==> src/rtl/uirq_pkg.sv <==
package uirq_pkg;
  localparam int LIVE_W = 14;
  localparam int STK_W  = 13;
  localparam int EV_W   = 6;

  // live word positions
  localparam int LV_RX_LVL   = 0;
  localparam int LV_RX_EMPTY = 1;
  localparam int LV_RX_FULL  = 2;
  localparam int LV_TX_EMPTY = 3;
  localparam int LV_TX_FULL  = 4;
  localparam int LV_TX_LVL   = 13;

  // sticky word positions
  localparam int SK_TX_LVL  = 10;
  localparam int SK_GAP     = 11;
  localparam int SK_RX_OVR  = 5;
  localparam int SK_FRAME   = 6;
  localparam int SK_PARITY  = 7;
  localparam int SK_TIMEOUT = 8;
  localparam int SK_MODEM   = 9;
  localparam int SK_TX_OVR  = 12;

  typedef enum logic [2:0] {
    SEL_ENABLE  = 3'd0,
    SEL_DISABLE = 3'd1,
    SEL_MASK    = 3'd2,
    SEL_CLEAR   = 3'd3,
    SEL_RX_TRIG = 3'd4,
    SEL_TX_TRIG = 3'd5
  } wr_sel_e;

  // event vector order: rx_ovr, frame, parity, timeout, modem, tx_ovr
  function automatic logic [STK_W-1:0] fold_live(input logic [LIVE_W-1:0] lv,
                                                 input logic [EV_W-1:0] ev);
    logic [STK_W-1:0] s;
    s = '0;
    s[4:0]        = lv[4:0];
    s[SK_TX_LVL]  = lv[LV_TX_LVL];
    s[SK_RX_OVR]  = ev[0];
    s[SK_FRAME]   = ev[1];
    s[SK_PARITY]  = ev[2];
    s[SK_TIMEOUT] = ev[3];
    s[SK_MODEM]   = ev[4];
    s[SK_TX_OVR]  = ev[5];
    return s;
  endfunction
endpackage

==> src/rtl/uirq_live.sv <==
module uirq_live import uirq_pkg::*; #(
  parameter int DEPTH = 64,
  parameter int CNT_W = 7
) (
  input  logic [CNT_W-1:0]  rx_cnt_i,
  input  logic [CNT_W-1:0]  tx_cnt_i,
  input  logic [CNT_W-1:0]  rx_trig_i,
  input  logic [CNT_W-1:0]  tx_trig_i,
  output logic [LIVE_W-1:0] live_o
);
  localparam logic [CNT_W-1:0] FULL_CNT = CNT_W'(DEPTH);

  logic [1:0][CNT_W-1:0] cnt;
  logic [1:0][CNT_W-1:0] trig;
  logic [1:0] at_lvl, is_empty, is_full;

  assign cnt  = {tx_cnt_i, rx_cnt_i};
  assign trig = {tx_trig_i, rx_trig_i};

  // same flag logic for both directions: index 0 = rx, 1 = tx
  for (genvar g = 0; g < 2; g++) begin : g_dir
    assign at_lvl[g]   = cnt[g] >= trig[g];
    assign is_empty[g] = cnt[g] == '0;
    assign is_full[g]  = cnt[g] == FULL_CNT;
  end

  always_comb begin
    live_o              = '0;
    live_o[LV_RX_LVL]   = at_lvl[0];
    live_o[LV_RX_EMPTY] = is_empty[0];
    live_o[LV_RX_FULL]  = is_full[0];
    live_o[LV_TX_EMPTY] = is_empty[1];
    live_o[LV_TX_FULL]  = is_full[1];
    live_o[LV_TX_LVL]   = at_lvl[1];
  end
endmodule

==> src/rtl/uirq_regs.sv <==
module uirq_regs import uirq_pkg::*; #(
  parameter int CNT_W    = 7,
  parameter int TRIG_RST = 32
) (
  input  logic             clk,
  input  logic             rst_n,
  input  logic             wr_en_i,
  input  logic [2:0]       wr_sel_i,
  input  logic [STK_W-1:0] wr_data_i,
  output logic [STK_W-1:0] mask_o,
  output logic [STK_W-1:0] clr_o,
  output logic [CNT_W-1:0] rx_trig_o,
  output logic [CNT_W-1:0] tx_trig_o
);
  wr_sel_e sel;
  logic do_en, do_dis, do_clr, do_rxt, do_txt;
  logic [STK_W-1:0] mask_q;
  logic [CNT_W-1:0] rxt_q, txt_q;

  assign sel    = wr_sel_e'(wr_sel_i);
  assign do_en  = wr_en_i && sel == SEL_ENABLE;
  assign do_dis = wr_en_i && sel == SEL_DISABLE;
  assign do_clr = wr_en_i && sel == SEL_CLEAR;
  assign do_rxt = wr_en_i && sel == SEL_RX_TRIG;
  assign do_txt = wr_en_i && sel == SEL_TX_TRIG;

  assign clr_o = do_clr ? wr_data_i : '0;

  always_ff @(posedge clk or negedge rst_n) begin
    if (!rst_n) begin
      mask_q <= '0;
      rxt_q  <= CNT_W'(TRIG_RST);
      txt_q  <= CNT_W'(TRIG_RST);
    end else begin
      if (do_en)  mask_q <= mask_q | wr_data_i;
      if (do_dis) mask_q <= mask_q & ~wr_data_i;
      if (do_rxt) rxt_q  <= wr_data_i[CNT_W-1:0];
      if (do_txt) txt_q  <= wr_data_i[CNT_W-1:0];
    end
  end

  assign mask_o    = mask_q;
  assign rx_trig_o = rxt_q;
  assign tx_trig_o = txt_q;

  p_enable_sets_r5: assert property (@(posedge clk) disable iff (!rst_n)
    (wr_en_i && wr_sel_i == 3'd0) |=> ((mask_q & $past(wr_data_i)) == $past(wr_data_i)));
  p_disable_clears_r5: assert property (@(posedge clk) disable iff (!rst_n)
    (wr_en_i && wr_sel_i == 3'd1) |=> ((mask_q & $past(wr_data_i)) == '0));
  p_mask_write_ignored_r5: assert property (@(posedge clk) disable iff (!rst_n)
    (wr_en_i && wr_sel_i == 3'd2) |=> $stable(mask_q));
  p_spare_sel_inert_r11: assert property (@(posedge clk) disable iff (!rst_n)
    (wr_en_i && wr_sel_i[2:1] == 2'b11) |=> ($stable(mask_q) && $stable(rxt_q) && $stable(txt_q)));
endmodule

==> src/rtl/uirq_sticky.sv <==
module uirq_sticky import uirq_pkg::*; (
  input  logic              clk,
  input  logic              rst_n,
  input  logic [LIVE_W-1:0] live_i,
  input  logic [EV_W-1:0]   ev_i,
  input  logic [STK_W-1:0]  clr_i,
  output logic [STK_W-1:0]  sticky_o
);
  logic [STK_W-1:0] set_vec;
  logic [STK_W-1:0] sticky_q;

  assign set_vec = fold_live(live_i, ev_i);

  // set is applied after clear so a collision leaves the bit set
  always_ff @(posedge clk or negedge rst_n) begin
    if (!rst_n) sticky_q <= '0;
    else        sticky_q <= (sticky_q & ~clr_i) | set_vec;
  end

  assign sticky_o = sticky_q;

  p_live_latched_r2: assert property (@(posedge clk) disable iff (!rst_n)
    1'b1 |=> ((sticky_q[4:0] & $past(live_i[4:0])) == $past(live_i[4:0])));
  p_tx_level_fold_r3: assert property (@(posedge clk) disable iff (!rst_n)
    live_i[LV_TX_LVL] |=> sticky_q[SK_TX_LVL]);
  p_frame_event_r4: assert property (@(posedge clk) disable iff (!rst_n)
    ev_i[1] |=> sticky_q[SK_FRAME]);
  p_gap_bit_zero_r4: assert property (@(posedge clk) disable iff (!rst_n)
    !sticky_q[SK_GAP]);
  p_clear_frame_r6: assert property (@(posedge clk) disable iff (!rst_n)
    (clr_i[SK_FRAME] && !ev_i[1]) |=> !sticky_q[SK_FRAME]);
  p_set_beats_clear_r7: assert property (@(posedge clk) disable iff (!rst_n)
    (ev_i[0] && clr_i[SK_RX_OVR]) |=> sticky_q[SK_RX_OVR]);
endmodule

==> src/rtl/uart_irq_unit.sv <==
module uart_irq_unit import uirq_pkg::*; #(
  parameter int FIFO_DEPTH = 64,
  parameter int TRIG_RST   = 32,
  localparam int CNT_W     = $clog2(FIFO_DEPTH + 1)
) (
  input  logic              clk,
  input  logic              rst_n,
  input  logic [CNT_W-1:0]  rx_count,
  input  logic [CNT_W-1:0]  tx_count,
  input  logic              ev_rx_overrun,
  input  logic              ev_rx_timeout,
  input  logic              ev_frame_err,
  input  logic              ev_parity_err,
  input  logic              ev_modem,
  input  logic              ev_tx_overrun,
  input  logic              wr_en,
  input  logic [2:0]        wr_sel,
  input  logic [STK_W-1:0]  wr_data,
  output logic [LIVE_W-1:0] status_live,
  output logic [STK_W-1:0]  status_sticky,
  output logic [STK_W-1:0]  irq_mask,
  output logic              irq
);
  logic [CNT_W-1:0] rx_trig, tx_trig;
  logic [STK_W-1:0] clr_vec;
  logic [EV_W-1:0]  ev_vec;
  logic             irq_next;
  logic             irq_q;

  assign ev_vec = {ev_tx_overrun, ev_modem, ev_rx_timeout,
                   ev_parity_err, ev_frame_err, ev_rx_overrun};

  uirq_regs #(.CNT_W(CNT_W), .TRIG_RST(TRIG_RST)) u_regs (
    .clk(clk), .rst_n(rst_n), .wr_en_i(wr_en), .wr_sel_i(wr_sel),
    .wr_data_i(wr_data), .mask_o(irq_mask), .clr_o(clr_vec),
    .rx_trig_o(rx_trig), .tx_trig_o(tx_trig)
  );

  uirq_live #(.DEPTH(FIFO_DEPTH), .CNT_W(CNT_W)) u_live (
    .rx_cnt_i(rx_count), .tx_cnt_i(tx_count),
    .rx_trig_i(rx_trig), .tx_trig_i(tx_trig), .live_o(status_live)
  );

  uirq_sticky u_sticky (
    .clk(clk), .rst_n(rst_n), .live_i(status_live), .ev_i(ev_vec),
    .clr_i(clr_vec), .sticky_o(status_sticky)
  );

  assign irq_next = |(irq_mask & status_sticky);

  always_ff @(posedge clk or negedge rst_n) begin
    if (!rst_n) irq_q <= 1'b0;
    else        irq_q <= irq_next;
  end

  assign irq = irq_q;

  p_irq_lags_r8: assert property (@(posedge clk) disable iff (!rst_n)
    1'b1 |=> (irq == |($past(irq_mask & status_sticky))));
  p_reset_clean_r9: assert property (@(posedge clk)
    !rst_n |-> (irq_mask == '0 && status_sticky == '0 && !irq));
endmodule

==> config.mk <==
export PLATFORM = sky130hd
export DESIGN_NAME = uart_irq_unit
export DESIGN_NICKNAME = d
export VERILOG_FILES = /design/src/rtl/uirq_pkg.sv /design/src/rtl/uirq_live.sv /design/src/rtl/uirq_regs.sv /design/src/rtl/uirq_sticky.sv /design/src/rtl/uart_irq_unit.sv
export SDC_FILE = /design/constraint.sdc
export NUM_CORES = 1
export LEC_CHECK = 0
export ABC_AREA = 1
export BUFFER_PORTS_ARGS = -buffer_cell sky130_fd_sc_hd__buf_2
export CORE_ASPECT_RATIO = 2
export CORE_MARGIN = 4
export CORE_UTILIZATION = 35
export CTS_CLUSTER_SIZE = 12
export DETAILED_ROUTE_END_ITERATION = 10
export HOLD_SLACK_MARGIN = 0.12
export SKIP_LAST_GASP = 1
export SLEW_MARGIN = 20
export SYNTH_ARGS = -nofsm -noshare
export SYNTH_HDL_FRONTEND = slang
export SYNTH_SLANG_ARGS = --single-unit
export TNS_END_PERCENT = 50
==> constraint.sdc <==
create_clock -name clk -period 1.82 [get_ports clk]
set_clock_uncertainty 0.2 [all_clocks]
set_input_delay 0.091 -clock clk [delete_from_list [all_inputs] [get_ports clk]]
set_output_delay 0.091 -clock clk [all_outputs]
set_load 0.03 [all_outputs]
* Word level (Yosys, flattened, before mapping) *
Cells that the tools add are included.

cells by class
  $lt $le $gt $ge = 2
  eq/ne operators = 6
  muxes and demuxes = 3
  bitwise logic cells = 7
  reduce and logical (&&, ||, !) cells = 10

operators with widths
  operator                                        count
  AND 13 bit                                      3
  two-way mux 13 bit                              3
  inverter 13 bit                                 2
  OR 13 bit                                       2
  == test 7 bit (second input constant)           2
  greater-or-equal comparator 7 bit               2
  zero test 7 bit                                 2
  OR reduction 13 bit                             1
  == test 3 bit (second input constant)           2
  logical AND 1 bit                               5
  == test 3 x 1 -> 1 bit (second input constant)  1
  == test 3 x 2 -> 1 bit (second input constant)  1
  zero test 3 bit                                 1
  nonzero test 2 bit                              1

word-level totals
  register bits = 41
  input bits = 39
  output and inout port bits = 41

* Logic depth before layout (Yosys ltp) *
Gate-level depths: netlist of run 1.

  word-level depth = 6
  depth in mapped cells = 8
  mapped depth without buffers = 8

* By module *
Synthesis of run 1 repeated with hierarchy kept, for this count alone.

second synthesis, totals
  cells, all modules = 346
  area, all modules = 2538.7 µm²

modules (own cells, without submodules)
  module         times used  cells each  area an instance (µm²)  seq. area each (µm²)
  uirq_regs      1           163         1370.1                  678.2
  uirq_live      1           91          516.7                   0.0
  uirq_sticky    1           63          515.5                   325.3
  uart_irq_unit  1           29          136.4                   25.0

* Least setup slack after synthesis of run 1 *
No wires, ideal clock.

  path kind = register to output
  from = register u_regs.rxt_q[5], in the netlist u_regs.rx_trig_o[5]
  to = output status_live[0]
  arrival time = 1.268 ns
  data required time = 1.529 ns
  path slack = 0.261 ns
  cell stages (with the launch flop) = 7
  path through = dfstp_2 inv_1 ha_1 nand2_1 inv_1 a21oi_1 nand2_1

on the way
  cells in the longest elaborated chain, start to end = 1

RTL lines
  element                            line                 RTL
  start, declared                    uirq_regs.sv:18      logic [CNT_W-1:0] rxt_q, txt_q;
  start signal, assigned             uirq_regs.sv:32      rxt_q <= CNT_W'(TRIG_RST);
  start signal, assigned             uirq_regs.sv:37      if (do_rxt) rxt_q <= wr_data_i[CNT_W-1:0];
  greater-or-equal comparator 7 bit  uirq_live.sv:22      assign at_lvl[g] = cnt[g] >= trig[g];
  end, declared                      uart_irq_unit.sv:19  output logic [LIVE_W-1:0] status_live,

Every way passes these cells.

* Worst setup path after layout of run 1 *
  from = register u_regs.txt_q[5], in the netlist u_regs.tx_trig_o[5]
  to = output status_live[13]

on the way
  cells in the longest elaborated chain, start to end = 1

RTL lines
  element                            line             RTL
  start, declared                    uirq_regs.sv:18
  start signal, assigned             uirq_regs.sv:33  txt_q <= CNT_W'(TRIG_RST);
  start signal, assigned             uirq_regs.sv:38  if (do_txt) txt_q <= wr_data_i[CNT_W-1:0];
  greater-or-equal comparator 7 bit  uirq_live.sv:22

Every way passes these cells.

==> metrics.txt, run 1 <==
Max-cap violations 0; clk sink count 41; most used cell, CP nand2_2; Final period util 101%; CTS tree done; Total Power just under 3 mW; Worst Path Buf+Inv 2; Design Area, Final 0.00336 mm2; Required @ worst endpoint between 1500 and 2000 ps; Core Region 0.00631 mm2; Vert. Die Dim ~120 um; Flop pwr share roughly 39%; Area contributors post-synth dfrtp_1 (43%), nand2_1 (14%), inv_1 (9.4%); DR vias 2,280; GRT Util Overall a little under a fifth; cell area after synthesis 0.00227 mm2; HP Class input port to register; Slew headroom about 64%; Post-Synthesis Cells 296; largest family of logic cells by synthesized area simple AND/OR/NAND/NOR gates; status finished, violations left; synth warn 0; critical path type register to primary output; met1 Resource Use GR 18.6%; DR WL/cell 13.3 um; R2R depth 9; Root Buffer clkbuf_16; Crit Path Max Fanout 2; io pins 80; Final Non-Filler Cells 502; first drt pass iteration count 4; area grow syn2layout 48.1%; Post-Synth Adder-Cell Area 7.71%; die width between 60 and 70 um; post-synthesis mux area share 0%; setup slack at placement 142 ps; area of the die ~0.008 mm2; initial antenna violation count 0; Power Density ~880 mW/mm2; Crit-path slowest cell dfstp_2; drt total wl about 6.7 mm; CTS buffer count 5; Post-Synth Simple-Gate Area 24.0%; clk buf depth 2; vias per cell roughly 4.5; DPL Wire Length about 4.7 mm; CP peak stage delay ~530 ps; post-synthesis xor/xnor area fraction 0%; global route hottest layer met2; Final TNS setup -26.5 ps; CP Launch Type register; r2r setup slk approximately 80 ps; CTS H-tree depth 2; Peak VDD IR between 0.0006 and 0.0007 V; Synth Register Bits 41; endpoints failing setup 2; DR iter-0 viols 85; hold_ws roughly 30 ps; Cell Chain, Critical Path inv_2, ha_4, nand2_4, nor2_1, nand2_2, nand2_2, buf_6; crit path capture type primary output; Yosys cell types 20; # DRC 0; Worst-path clk slew approximately 60 ps; post-synth top area share a little over two fifths; syn_area_per_cell approximately 7.7 um2; Net Sw Power around 1 mW; # port buffers a little over 70; Placer Congestion around 0.79; Critical Path AT roughly 1600 ps; leakage ~1.8 nW; placed cells 449; Util after Layout 53.3%; sw frac ~34%; P_int between 1.5 and 2 mW; hold_sp tx_count[2]; row count between 40 and 50; compound-gate portion of the synthesized area about 9.3%; Worst Tran Pin Value 539 ps; DRT antenna net count 0; crit-path leading delay family flip-flops; failing checks setup timing; GR Layer Usage met2 34.2%; power share of the combinational group 33.2%; Starting Density 36.0%; RSZ-0062 raised after global routing true; Hold Path Stages 6; post-synthesis sequential area ratio ~45%; DP Area approximately 0.0027 mm2; crit path from u_regs.tx_trig_o[5]; f_max about 540 MHz; Clock Latency Late Sink roughly 280 ps; layout cell share with drive strength beyond 1 between 20% and 30%; WHS Endpoint u_sticky.sticky_o[4]; total grt overflow 0; largest net degree at the start of global routing 42; Yosys top cell by area dfrtp_1; max-slew violations 0; antenna cells 0; Nets 468; Worst R2R Start u_regs.rx_trig_o[5]; vias in the first global route around 2,400; met3 Usage GRT approximately 3.2%; Final WS setup -25.4 ps; global-route wire length before repair 10.9 mm; Clk pwr share 28.3%; final hold vios 0; worst r2r dst u_sticky.sticky_o[0]; Tmin final 1850 ps
## power by group through the flow
stage	Combinational, mW	Sequential (mW)	Clock, mW
final	0.988	1.15	0.841
after global routing	1.11	1.17	0.887
after CTS	0.937	1.15	0.851
after detailed placement	0.798	1.16	0
after global placement	0.781	1.16	0
after floorplan	0.393	1.30	0
## worst max path at each step
| stage | cells past startpoint | slack, ps | end |
|---|---|---|---|
| final | 7 | -30 | status_live[13] |
| after CTS | 7 | -6 | status_live[0] |
| after global placement | 7 | 200 | status_live[0] |
| after floorplan | 6 | 260 | status_live[0] |
| after global routing | 7 | -70 | status_live[4] |
| after detailed placement | 7 | 140 | status_live[0] |
## cell type report
cell class	count	area, um2
Multi-Input combinational cell	190	1040
Tap cell	86	108
Timing Repair Buffer	119	832
Fill cell	618	2950
Sequential cell	41	1030
Inverter	58	220
Clock buffer	8	136
## timing repair
item	in CTS	in global routing
resized for setup	14	11
cloned	0	0
setup buffers	7	1
hold buffers	38	2
endpoints found under the hold margin	81	2
setup endpoints to repair	2	6
pin swaps	10	9
## Yosys cell counts, drive strengths merged
library cell	number
nand2	85
inv	58
dfrtp	39
o21ai	37
nand3	24
buf	14
ha	14
nor2	12
a21oi	5
dfstp	2
nand4	2
or2	2
conb	1
nor3	1
## layer usage
metal	wire length (um)	up-vias
met1	2430	1068
li1	-	1138
met3	311	14
met5	0	-
met2	3710	60
met4	219	0
## cell usage in the layout (no fill, tap or decap), types with 3 or more instances in the layout
master          n
conb_1          8
dfrtp_1        39
clkbuf_1        3
buf_2          68
dlygate4sd3_1  39
inv_2           4
nor2_1         10
nand2_1        79
nand3_1        23
nand2_2         4
ha_1           11
o21ai_0         3
buf_6           3
inv_1          53
buf_4           9
a21oi_1         3
clkbuf_16       5
ha_4            3
o21ai_1        34
## cells by family (layout without fill, tap and decap cells)
logic type,Yosys count,in the layout
AND/OR/NAND/NOR,126,126
buffers and inverters,72,185
AO/OA/AOI/OAI,42,42
flip-flops,41,41
adder cells (fa/ha/maj),14,14
other,1,8
## worst reg2reg max path, stage by stage, from the launching register on
cell and delay, ps:
dfstp_2 540, inv_2 40, ha_4 260, nand2_4 50, nor2_2 90, nand2_2 70
buf_4 120, buf_4 120, buf_4 120, nand3_1 70
Power figures use the tool's default switching activity.
==> run 2, diff against run 1 <==
--- a/config.mk
+++ b/config.mk
@@ -5,7 +5,6 @@
 export SDC_FILE = /design/constraint.sdc
 export NUM_CORES = 1
 export LEC_CHECK = 0
-export ABC_AREA = 1
 export BUFFER_PORTS_ARGS = -buffer_cell sky130_fd_sc_hd__buf_2
 export CORE_ASPECT_RATIO = 2
 export CORE_MARGIN = 4
==> run 2 against run 1 <==
  * Cell count fell by 21%
  * Fmax fell by 2.6%
  * Area after synthesis decreased by 4.7%
  * Synthesized cell count fell by 29%
  * Routed wire length shrank 7.1%
  * Clock power up 2%
  * Non-clock buffer count stayed put
  * Via count fell by 15%
  * The run still ends with setup timing left
  * Register-to-register slack better by 100 ps
  * Total power grew 1.1%
  * Hold slack improved by 85 ps
==> metrics.txt, run 2 <==
sw frac 33.7% (was 34.3%); Yosys top cell by area dfrtp_1 (unchanged); Final period util 104% (was 101%); crit-path leading delay family flip-flops (unchanged); Peak VDD IR 0.000503 V (was 0.000659 V); CP peak stage delay 520 ps (was 530 ps); DPL Wire Length 4.45 mm (was 4.70 mm); M1 wire length 2.31 mm (was 2.43 mm); clk buf depth 2 (unchanged); P_int 2.00 mW (was 1.95 mW); Yosys cell types 32 (was 20); Worst Path Buf+Inv 2 (unchanged); DP Area 0.00256 mm2 (was 0.00269 mm2); CP Launch Type register (unchanged); layout cell share with drive strength beyond 1 32.5% (was 26.4%); GRT Util Overall 17.1% (was 18.1%); first drt pass iteration count 6 (was 4); drt total wl 6.20 mm (was 6.67 mm); most common cell after layout, fill and taps aside buf_2 (was nand2_1); Total Power 3.01 mW (was 2.98 mW); Root Buffer clkbuf_16 (unchanged); failing checks setup timing (unchanged); DRT antenna net count 0 (unchanged); HP Class input port to register (unchanged); initial antenna violation count 0 (unchanged); total grt overflow 0 (unchanged); predominant post-synthesis flop cell dfrtp_1 (unchanged); Clk pwr share 28.6% (was 28.3%); Crit-path slowest cell dfstp_2 (unchanged); DR WL/cell 15.7 um (was 13.3 um); DR iter-0 viols 25 (was 85); highest metal used met4 (unchanged); Flop pwr share 38.8% (was 38.6%); Core Region 0.00601 mm2 (was 0.00631 mm2); Post-Synthesis Cells 211 (was 296); die width 63.6 um (was 65.0 um); status finished, violations left (unchanged); max-slew violations 0 (unchanged); endpoints failing setup 2 (unchanged); Net Sw Power 1.01 mW (was 1.02 mW); CTS H-tree depth 2 (unchanged); Crit Path Max Fanout 2 (unchanged); most frequent cell after synthesis dfrtp_1 (was nand2_1); Clock Latency Late Sink 280 ps (about the same); Starting Density 36.1% (was 36.0%); critical path type register to primary output (unchanged); RSZ-0062 raised after global routing true (unchanged); cell area after synthesis 0.00217 mm2 (was 0.00227 mm2); Placer Congestion 0.827 (was 0.787); vias in the first global route 2,087 (was 2,398); Required @ worst endpoint 1530 ps (about the same); io pins 80 (unchanged); Power Density 945 mW/mm2 (was 885 mW/mm2); largest net degree at the start of global routing 42 (unchanged); Final WS setup -74.6 ps (was -25.4 ps); Worst-path clk slew 60 ps (about the same); # port buffers 71 (unchanged); power share of the combinational group 32.6% (was 33.2%); Slew headroom 64.5% (was 64.1%); synth warn 0 (unchanged); vias per cell 4.90 (was 4.54); syn_area_per_cell 10.3 um2 (was 7.68 um2); clk sink count 41 (unchanged); global-route wire length before repair 10.1 mm (was 10.9 mm); final hold vios 0 (unchanged); area of the die 0.00759 mm2 (was 0.00792 mm2); Filler cells 573 (was 618); DR WL met2 3.58 mm (was 3.71 mm); f_max 528 MHz (was 542 MHz); Cell Chain, Critical Path inv_2, ha_4, nand2_2, o21a_1, o21ai_1, buf_4 (was inv_2, ha_4, nand2_4, nor2_1, nand2_2, nand2_2, buf_6); Async SR Flop Fraction 100% (unchanged); Vert. Die Dim 119 um (was 122 um); Max-cap violations 0 (unchanged); CTS tree done (unchanged); Synth Register Bits 41 (unchanged); post-synthesis sequential area ratio 47.5% (was 45.3%); crit path capture type primary output (unchanged); routed length on met3 206 um (was 311 um); post-synth top area share 45.1% (was 43.0%); Design Area, Final 0.00318 mm2 (was 0.00336 mm2); antenna cells 0 (unchanged); Critical Path AT 1600 ps (was 1550 ps); top cells by count, synth dfrtp_1 (39), nand2_1 (33), inv_1 (31) (was nand2_1 (85), inv_1 (57), dfrtp_1 (39)); row count 40 (was 41); Worst Tran Pin Value 532 ps (was 539 ps); Tmin final 1890 ps (was 1850 ps); most frequent cells in the layout buf_2 (69), dfrtp_1 (39), dlygate4sd3_1 (39) (was nand2_1 (79), buf_2 (68), inv_1 (53)); CTS buffer count 5 (unchanged); # DRC 0 (unchanged); Area contributors post-synth dfrtp_1 (45%), ha_1 (8.1%), mux2i_1 (6.0%) (was dfrtp_1 (43%), nand2_1 (14%), inv_1 (9.4%)); Post-synth EDFFs 0 (unchanged); leakage 1.62 nW (was 1.82 nW); Nets 384 (was 468); area grow syn2layout 47.0% (was 48.1%); DR vias 1,937 (was 2,280)
==> run 2: cell types whose count changed in the layout (fill, tap and decap cells not counted), sizes merged, moves of 3 or more <==
cell / delta
a21o: +8
a22oi: +5
inv: -27
mux2i: +13
mux2: +8
o2bb2ai: +4
nand3: -24
nand2: -52
o21ai: -29
nor2: -6
clkbuf: -3
==> run 2: kinds of logic (layout without fill, tap and decap cells) <==
kind of cell / count (synthesis) / after routing / share of synthesized area, %
AO/OA/AOI/OAI: 37 / 37 / 11.8
adder cells (fa/ha/maj): 14 / 14 / 8.09
buffers and inverters: 44 / 158 / 10.1
flip-flops: 41 / 41 / 47.5
multiplexers: 21 / 21 / 10.2
other: 1 / 8 / 0.173
AND/OR/NAND/NOR: 53 / 53 / 12.2
==> run 2: metrics by stage <==
step                      TNS (ps)  instances  setup WS, ps  util, %  hold slack, ps
after detailed placement         0        344           138     42.7           -9.79
after global placement           0        344           144     42.7           -12.4
final                         -129        395         -74.6     53.0             115
after CTS                     -138        393         -73.0     52.7             116
after global routing          -258        395          -138     53.0             140
after floorplan              -68.9        218         -68.9        -            -405
==> run 2: cell type report <==
cell class                 instances  area, um2  share of cell area (%)
clock buffer                       5        125                    3.93
timing repair buffer             119        818                    25.7
tap                               63       78.8                    2.48
clock inverter                     3       17.5                   0.550
inverter                          31        116                    3.66
multi-input combinational        133        998                    31.4
sequential                        41       1030                    32.3
==> run 2: layer usage <==
metal  GRT usage [%]  vias up
met2            33.4       44
li1                -      937
met1            17.9      948
met4            6.36        0
met3            1.79        8
met5               0        -
==> run 2: path summary, 6_finish.rpt <==
path,endpoint,slack (ps),cells after the start,start
worst max-delay path,status_live[0],-70,6,u_regs.rx_trig_o[5]
worst min-delay path,u_sticky.sticky_o[10],120,5,tx_count[6]
worst max register to register,u_sticky.sticky_o[0],180,7,u_regs.rx_trig_o[5]
worst min register to register,u_regs.tx_trig_o[3],310,1,u_regs.tx_trig_o[3]
max in group asynchronous,u_regs.rx_trig_o[5],820,3,rst_n
min in group asynchronous,u_sticky.sticky_o[7],200,3,rst_n
==> run 2: power groups by stage <==
stage / Clock (mW) / Combinational (mW) / Sequential, mW
floorplan: 0 / 0.391 / 1.33
global placement: 0 / 0.799 / 1.18
detailed placement: 0 / 0.816 / 1.18
CTS: 0.878 / 0.968 / 1.17
global route: 0.914 / 1.08 / 1.18
finish: 0.859 / 0.981 / 1.17
==> run 2: worst reg2reg max path, cell delays in order, from the launching register on <==
cell and delay (ps):
dfstp_2 520, inv_2 40, ha_4 260, nand2_2 40
o21a_1 180, buf_4 130, buf_4 120, o221ai_1 60
==> run 2: repair_timing <==
| item | 4_1_cts | 5_1_grt |
|---|---|---|
| hold buffers | 39 | 0 |
| setup buffers | 2 | 2 |
| pin swaps | 3 | 2 |
| gates resized for setup | 9 | 1 |
| endpoints found under the setup margin | 2 | 2 |
| endpoints found under the hold margin | 81 | 0 |
